## src/rtl/lsm_pkg.sv

```systemverilog
`timescale 1ns/1ps
package lsm_pkg;

    typedef enum logic [1:0] {
        SZ_BYTE  = 2'b00,
        SZ_HALF  = 2'b01,
        SZ_WORD  = 2'b10,
        SZ_DWORD = 2'b11
    } lsm_size_e;

    localparam int unsigned DEF_ADDR_W     = 32;
    localparam int unsigned DEF_LINE_BYTES = 16;
    localparam int unsigned DEF_MAX_BYTES  = 8;

    // byte count selected by a size code
    function automatic int unsigned size_to_bytes(input lsm_size_e code);
        return 32'd1 << code;
    endfunction

endpackage

```

## src/rtl/lsm_mask_gen.sv

```systemverilog
`timescale 1ns/1ps
module lsm_mask_gen
    import lsm_pkg::*;
#(
    parameter int unsigned LINE_BYTES = DEF_LINE_BYTES
) (
    input  logic [$clog2(LINE_BYTES)-1:0] offset,
    input  lsm_size_e                     size,
    output logic [2*LINE_BYTES-1:0]       wide_mask
);
    localparam int unsigned SPAN = 2 * LINE_BYTES;

    logic [SPAN-1:0] base;
    int unsigned     nb;

    always_comb begin
        nb = size_to_bytes(size);
        for (int unsigned i = 0; i < SPAN; i++) begin
            base[i] = (i < nb);
        end
        wide_mask = base << offset;
    end
endmodule

```

## src/rtl/lsm_lane_shift.sv

```systemverilog
`timescale 1ns/1ps
module lsm_lane_shift
    import lsm_pkg::*;
#(
    parameter int unsigned LINE_BYTES = DEF_LINE_BYTES,
    parameter int unsigned MAX_BYTES  = DEF_MAX_BYTES
) (
    input  logic [$clog2(LINE_BYTES)-1:0] offset,
    input  lsm_size_e                     size,
    input  logic [8*MAX_BYTES-1:0]        wdata,
    output logic [16*LINE_BYTES-1:0]      wide_data
);
    localparam int unsigned IN_W   = 8 * MAX_BYTES;
    localparam int unsigned WIDE_W = 16 * LINE_BYTES;
    localparam int unsigned OFF_W  = $clog2(LINE_BYTES);

    logic [IN_W-1:0] kept;
    int unsigned     nb;

    // drop store bytes above the access size, then slide into lanes
    always_comb begin
        nb = size_to_bytes(size);
        for (int unsigned k = 0; k < MAX_BYTES; k++) begin
            kept[k*8 +: 8] = (k < nb) ? wdata[k*8 +: 8] : 8'h00;
        end
        wide_data = {{(WIDE_W-IN_W){1'b0}}, kept} << {offset, 3'b000};
    end

    logic [OFF_W+2:0] unused_chk;
    assign unused_chk = {offset, 3'b000};
endmodule

```

## src/rtl/lsm_out_stage.sv

```systemverilog
`timescale 1ns/1ps
module lsm_out_stage #(
    parameter int unsigned LINE_W = 28,
    parameter int unsigned MASK_W = 32,
    parameter int unsigned DATA_W = 256
) (
    input  logic              clk,
    input  logic              rst,
    input  logic              in_valid,
    output logic              in_ready,
    input  logic [LINE_W-1:0] in_line,
    input  logic [MASK_W-1:0] in_mask,
    input  logic [DATA_W-1:0] in_data,
    output logic              out_valid,
    input  logic              out_ready,
    output logic [LINE_W-1:0] out_line,
    output logic [MASK_W-1:0] out_mask,
    output logic [DATA_W-1:0] out_data
);
    assign in_ready = !out_valid || out_ready;

    always_ff @(posedge clk) begin
        if (rst) begin
            out_valid <= 1'b0;
        end else if (in_ready) begin
            out_valid <= in_valid;
        end
    end

    always_ff @(posedge clk) begin
        if (in_ready && in_valid) begin
            out_line <= in_line;
            out_mask <= in_mask;
            out_data <= in_data;
        end
    end

    AST_STALL_HOLD: assert property (@(posedge clk) disable iff (rst)
        (out_valid && !out_ready) |=> (out_valid && $stable(out_line)
                                       && $stable(out_mask) && $stable(out_data)))
        else $error("stalled output changed");
endmodule

```

## src/rtl/lsq_bytemask_split.sv

```systemverilog
`timescale 1ns/1ps
module lsq_bytemask_split
    import lsm_pkg::*;
#(
    parameter int unsigned ADDR_W     = DEF_ADDR_W,
    parameter int unsigned LINE_BYTES = DEF_LINE_BYTES,
    parameter int unsigned MAX_BYTES  = DEF_MAX_BYTES
) (
    input  logic                    clk,
    input  logic                    rst,
    input  logic                    req_valid,
    output logic                    req_ready,
    input  logic [ADDR_W-1:0]       req_addr,
    input  logic [1:0]              req_size,
    input  logic [8*MAX_BYTES-1:0]  req_wdata,
    input  logic                    line_ready,
    output logic                    lo_valid,
    output logic [ADDR_W-1:0]       lo_line,
    output logic [LINE_BYTES-1:0]   lo_mask,
    output logic [8*LINE_BYTES-1:0] lo_wdata,
    output logic                    hi_valid,
    output logic [ADDR_W-1:0]       hi_line,
    output logic [LINE_BYTES-1:0]   hi_mask,
    output logic [8*LINE_BYTES-1:0] hi_wdata
);
    localparam int unsigned OFF_W  = $clog2(LINE_BYTES);
    localparam int unsigned LINE_W = ADDR_W - OFF_W;
    localparam int unsigned MASK_W = 2 * LINE_BYTES;
    localparam int unsigned DATA_W = 16 * LINE_BYTES;
    localparam int unsigned HALF_D = 8 * LINE_BYTES;

    lsm_size_e         size_e;
    logic [OFF_W-1:0]  offset;
    logic [MASK_W-1:0] wide_mask, mask_r;
    logic [DATA_W-1:0] wide_data, data_r;
    logic [LINE_W-1:0] line_r;

    assign size_e = lsm_size_e'(req_size);
    assign offset = req_addr[OFF_W-1:0];

    lsm_mask_gen #(.LINE_BYTES(LINE_BYTES)) u_mask (
        .offset    (offset),
        .size      (size_e),
        .wide_mask (wide_mask)
    );

    lsm_lane_shift #(.LINE_BYTES(LINE_BYTES), .MAX_BYTES(MAX_BYTES)) u_lanes (
        .offset    (offset),
        .size      (size_e),
        .wdata     (req_wdata),
        .wide_data (wide_data)
    );

    lsm_out_stage #(.LINE_W(LINE_W), .MASK_W(MASK_W), .DATA_W(DATA_W)) u_stage (
        .clk       (clk),
        .rst       (rst),
        .in_valid  (req_valid),
        .in_ready  (req_ready),
        .in_line   (req_addr[ADDR_W-1:OFF_W]),
        .in_mask   (wide_mask),
        .in_data   (wide_data),
        .out_valid (lo_valid),
        .out_ready (line_ready),
        .out_line  (line_r),
        .out_mask  (mask_r),
        .out_data  (data_r)
    );

    assign lo_mask  = mask_r[LINE_BYTES-1:0];
    assign hi_mask  = mask_r[MASK_W-1:LINE_BYTES];
    assign lo_wdata = data_r[HALF_D-1:0];
    assign hi_wdata = data_r[DATA_W-1:HALF_D];
    assign hi_valid = lo_valid && (|hi_mask);
    assign lo_line  = {line_r, {OFF_W{1'b0}}};
    assign hi_line  = {line_r + LINE_W'(1), {OFF_W{1'b0}}};

    AST_HI_NEEDS_LO: assert property (@(posedge clk) disable iff (rst)
        hi_valid |-> lo_valid)
        else $error("second line without first");

    AST_HI_LINE_NEXT: assert property (@(posedge clk) disable iff (rst)
        hi_valid |-> (hi_line == lo_line + ADDR_W'(LINE_BYTES)))
        else $error("second line address wrong");

    AST_LO_NONEMPTY: assert property (@(posedge clk) disable iff (rst)
        lo_valid |-> (lo_mask != '0))
        else $error("first line mask empty");

    AST_BYTE_COUNT: assert property (@(posedge clk) disable iff (rst)
        lo_valid |-> ($countones(mask_r) == 1 || $countones(mask_r) == 2 ||
                      $countones(mask_r) == 4 || $countones(mask_r) == 8))
        else $error("mask population not a legal size");

    for (genvar g = 0; g < MASK_W; g++) begin : g_lane_chk
        AST_LANE_ZERO: assert property (@(posedge clk) disable iff (rst)
            (lo_valid && !mask_r[g]) |-> (data_r[g*8 +: 8] == 8'h00))
            else $error("disabled lane carries data");
    end
endmodule

```

## config.mk

```make
export PLATFORM = sky130hd
export DESIGN_NAME = lsq_bytemask_split
export DESIGN_NICKNAME = d
export VERILOG_FILES = /design/src/rtl/lsm_pkg.sv /design/src/rtl/lsm_mask_gen.sv /design/src/rtl/lsm_lane_shift.sv /design/src/rtl/lsm_out_stage.sv /design/src/rtl/lsq_bytemask_split.sv
export SDC_FILE = /design/constraint.sdc
export NUM_CORES = 1
export LEC_CHECK = 0
export BUFFER_PORTS_ARGS = -buffer_cell sky130_fd_sc_hd__buf_2
export CORE_AREA = 2 2 177 179
export CTS_BUF_LIST = sky130_fd_sc_hd__clkbuf_16
export DETAILED_ROUTE_END_ITERATION = 8
export DIE_AREA = 0 0 179 181
export MAX_ROUTING_LAYER = met4
export PLACE_DENSITY = 0.68
export SLEW_MARGIN = 20
export SYNTH_ARGS = -nofsm -noshare
export SYNTH_HDL_FRONTEND = slang
export SYNTH_SLANG_ARGS = --single-unit
```

## constraint.sdc

```tcl
create_clock -name clk -period 13.2 [get_ports clk]
set_input_delay 0.66 -clock clk [delete_from_list [all_inputs] [get_ports clk]]
set_output_delay 0.66 -clock clk [all_outputs]
set_load 0.01 [all_outputs]
```

==> metrics.cfg <==
[logic_synthesis]
async_flop_share_pct = 0
netlist-cell-type-count = 64
synth_common_cells = edfxtp_1 (242), nor2_1 (117), buf_4 (90)
synth_area_um2 = 12550
synthDominantCellAreaShare_pct = 57.88
synth_top_cell_by_area = edfxtp_1
synth_edf_count = 242
avgSynthCellArea_um2 = 11.67
yosysMostFrequentCell = edfxtp_1
synth.area.top_cells = edfxtp_1 (58%), buf_4 (5.4%), o22ai_1 (3.7%), nor2_1 (3.5%), mux2i_1 (3.4%)
synth_ff_type = edfxtp_1
ys_ff_latch = 243
yosysSeqAreaShare_pct = 58.04
ys.warnings.count = 0
syn-instance-count = 1076

[worst_setup_path]
r2r_slack_ps = 10850
regToRegEndpoint = u_stage.out_data[95]$_DFFE_PP_
critPathArrivalTime_ps = 3440
endpoint_kind = flip-flop
slowest_delay_ps = 840
worstSetupPathType = in2reg
required_ps = 13460
r2r-start = u_stage.out_valid$_SDFFE_PP0N_
crit_start = req_addr[2]
path_buf_inv = 4
crit_path_end = u_stage.out_data[60]$_SDFFCE_PP0P_
slowest_stage = nand2_1
crit_family = buffers and inverters
critPathMaxFanout = 56
crit_chain = buf_2 -> buf_4 -> clkinv_1 -> nand2_1 -> buf_4 -> o22ai_1
start_kind = input pin
r2r_cells = 3
worst-path-stages = 6
cpMostUsedCell = buf_4

[placement]
dpl.hpwl_um = 32520
place.gp.congestion = 0.9308
dp_cells = 1783
port-buffer-count = 374
pre_cts_ws_ps = 9583

[clock_tree]
cts_sinks = 243
clock_path_buffers = 3
cts.root.buffer_cell = clkbuf_16
ctsHoldBuffers = 0
clkLatencyLatePin_ps = 550
cts_setup_buffers = 0
h-tree-depth = 1
cts_resized = 0
cts_made_buffers = 26
cts_tree = done
path_clk_slew_ps = 60

[timing]
skew_ps = 23.68
tns_ps = 0
setup_viol = 0
tightest_slew_ps = 1120
maxSlewHeadroom_pct = 25.35
period_share_pct = 24.08
fmax_mhz = 314.6
rsz0062_at_grt = false
hold_viol = 0
period_needed_ps = 3178
fin_ws_ps = 10020
finalMaxSlewViolations = 0

[global_routing]
antenna_found_initial = 6
grt_use_total_pct = 26.78
grt_max_degree = 205
grt_pass1_vias = 9444
overflow = 0
grt_pass1_wl_um = 61470

[floorplan]
dieArea_um2 = 32400
num_rows = 64
die_w_um = 179
fp.dieH_um = 181
start_util_pct = 41.37
io-pin-count = 457
core_um2 = 30350

[layout]
drive_gt1_share_pct = 31.65
syn_to_final_growth_pct = 20.06
final_cells = 1831
fin_util_pct = 49.67
nNetsFinal = 1518

[hold_path]
hp-class = in2reg
min_from = rst

[routing]
vias = 10351
antenna_left = 0
drt-total-wl_um = 44310
post_drt_wl_per_cell_um = 24.20
firstDrtPassIters = 5
via_per_inst = 5.653
detail_route.iter0.violations = 1240
post-route-drc-count = 0

[power]
p_total_mw = 1.892
powerDensity_nw_per_um2 = 125.5
power.static_leakage_nw = 6.250
ir_drop_mv = 0.1038

[run_status]
status = completed

[flow_run]
max_cap_violations = 0

==> power breakdown <==
group | internal [mW] | switching (mW) | total [mW] | leakage [nW]
Combinational | 0.0973 | 0.205 | 0.303 | 3.47
Sequential | 0.909 | 0.0239 | 0.933 | 2.41
Clock | 0.357 | 0.299 | 0.656 | 0.371
Total | 1.36 | 0.528 | 1.89 | 6.25
==> through the flow <==
| stage | hold WS (ps) | cell area, um^2 |
|---|---|---|
| after global routing | 261.2 | 15070 |
| after CTS | 243.2 | 15050 |
| after floorplan | 604.9 | 12880 |
| final | 258.7 | 15070 |
| after global placement | 542.3 | 14300 |
| after detailed placement | 570.9 | 14300 |
==> state kept, by name, summed over array words and instances, names as in the netlist <==
name               cells
u_stage.out_mask      30
u_stage.out_valid      1
u_stage.out_line      28
u_stage.out_data     184
==> layout by cell type, fill, tap and decap left out, drive strengths merged, types with 18 or more instances in the layout <==
master  instances
nand2          47
buf           385
inv            23
clkbuf         26
a21oi          46
conb           89
edfxtp        242
a221oi         20
o22ai          75
o21ai          59
xnor2          23
mux2i          43
nor2          118
nand3          21
and3           18
==> worst reg2reg max path: cells and delay by family (launching register included) <==
family	cells	cell delay, ps
flip-flops	1	330
buffers and inverters	1	810
AND/OR/NAND/NOR	2	630
==> worst min path at each step <==
stage	to	depth (start not counted)
2_1_floorplan	u_stage.out_valid$_SDFFE_PP0N_	2
3_3_place_gp	u_stage.out_valid$_SDFFE_PP0N_	2
3_5_place_dp	u_stage.out_valid$_SDFFE_PP0N_	2
4_1_cts	u_stage.out_valid$_SDFFE_PP0N_	2
5_1_grt	u_stage.out_valid$_SDFFE_PP0N_	2
6_report	u_stage.out_valid$_SDFFE_PP0N_	2
==> per-layer routing <==
metal  GRT usage, %  up-vias  share of wire [%]
met1          33.47     4979                 37
met4          7.154        0                2.8
met3          5.429       86                 11
met2          44.18      699                 49
met5              -        -                  0
li1               -     4587                  -
==> cells by family after synthesis <==
logic type / count (synthesis) / synth area share, %
flip-flops: 243 / 58.04
multiplexers: 53 / 4.385
adder cells (fa/ha/maj): 3 / 0.2691
other: 1 / 0.02987
AND/OR/NAND/NOR: 284 / 11.12
buffers and inverters: 183 / 9.019
XOR/XNOR: 26 / 1.814
AO/OA/AOI/OAI: 283 / 15.32
==> cell type report <==
| type | count | area (um^2) |
|---|---|---|
| fill | 2822 | 15280 |
| sequential | 243 | 7287 |
| multi-input combinational | 738 | 4471 |
| timing repair buffer | 385 | 1969 |
| clock buffer | 26 | 650.6 |
| tap | 396 | 495.5 |
| clock inverter | 15 | 103.9 |
| inverter | 21 | 78.83 |
| antenna | 7 | 17.52 |
Note: power is estimated with default switching activity, not from simulation.
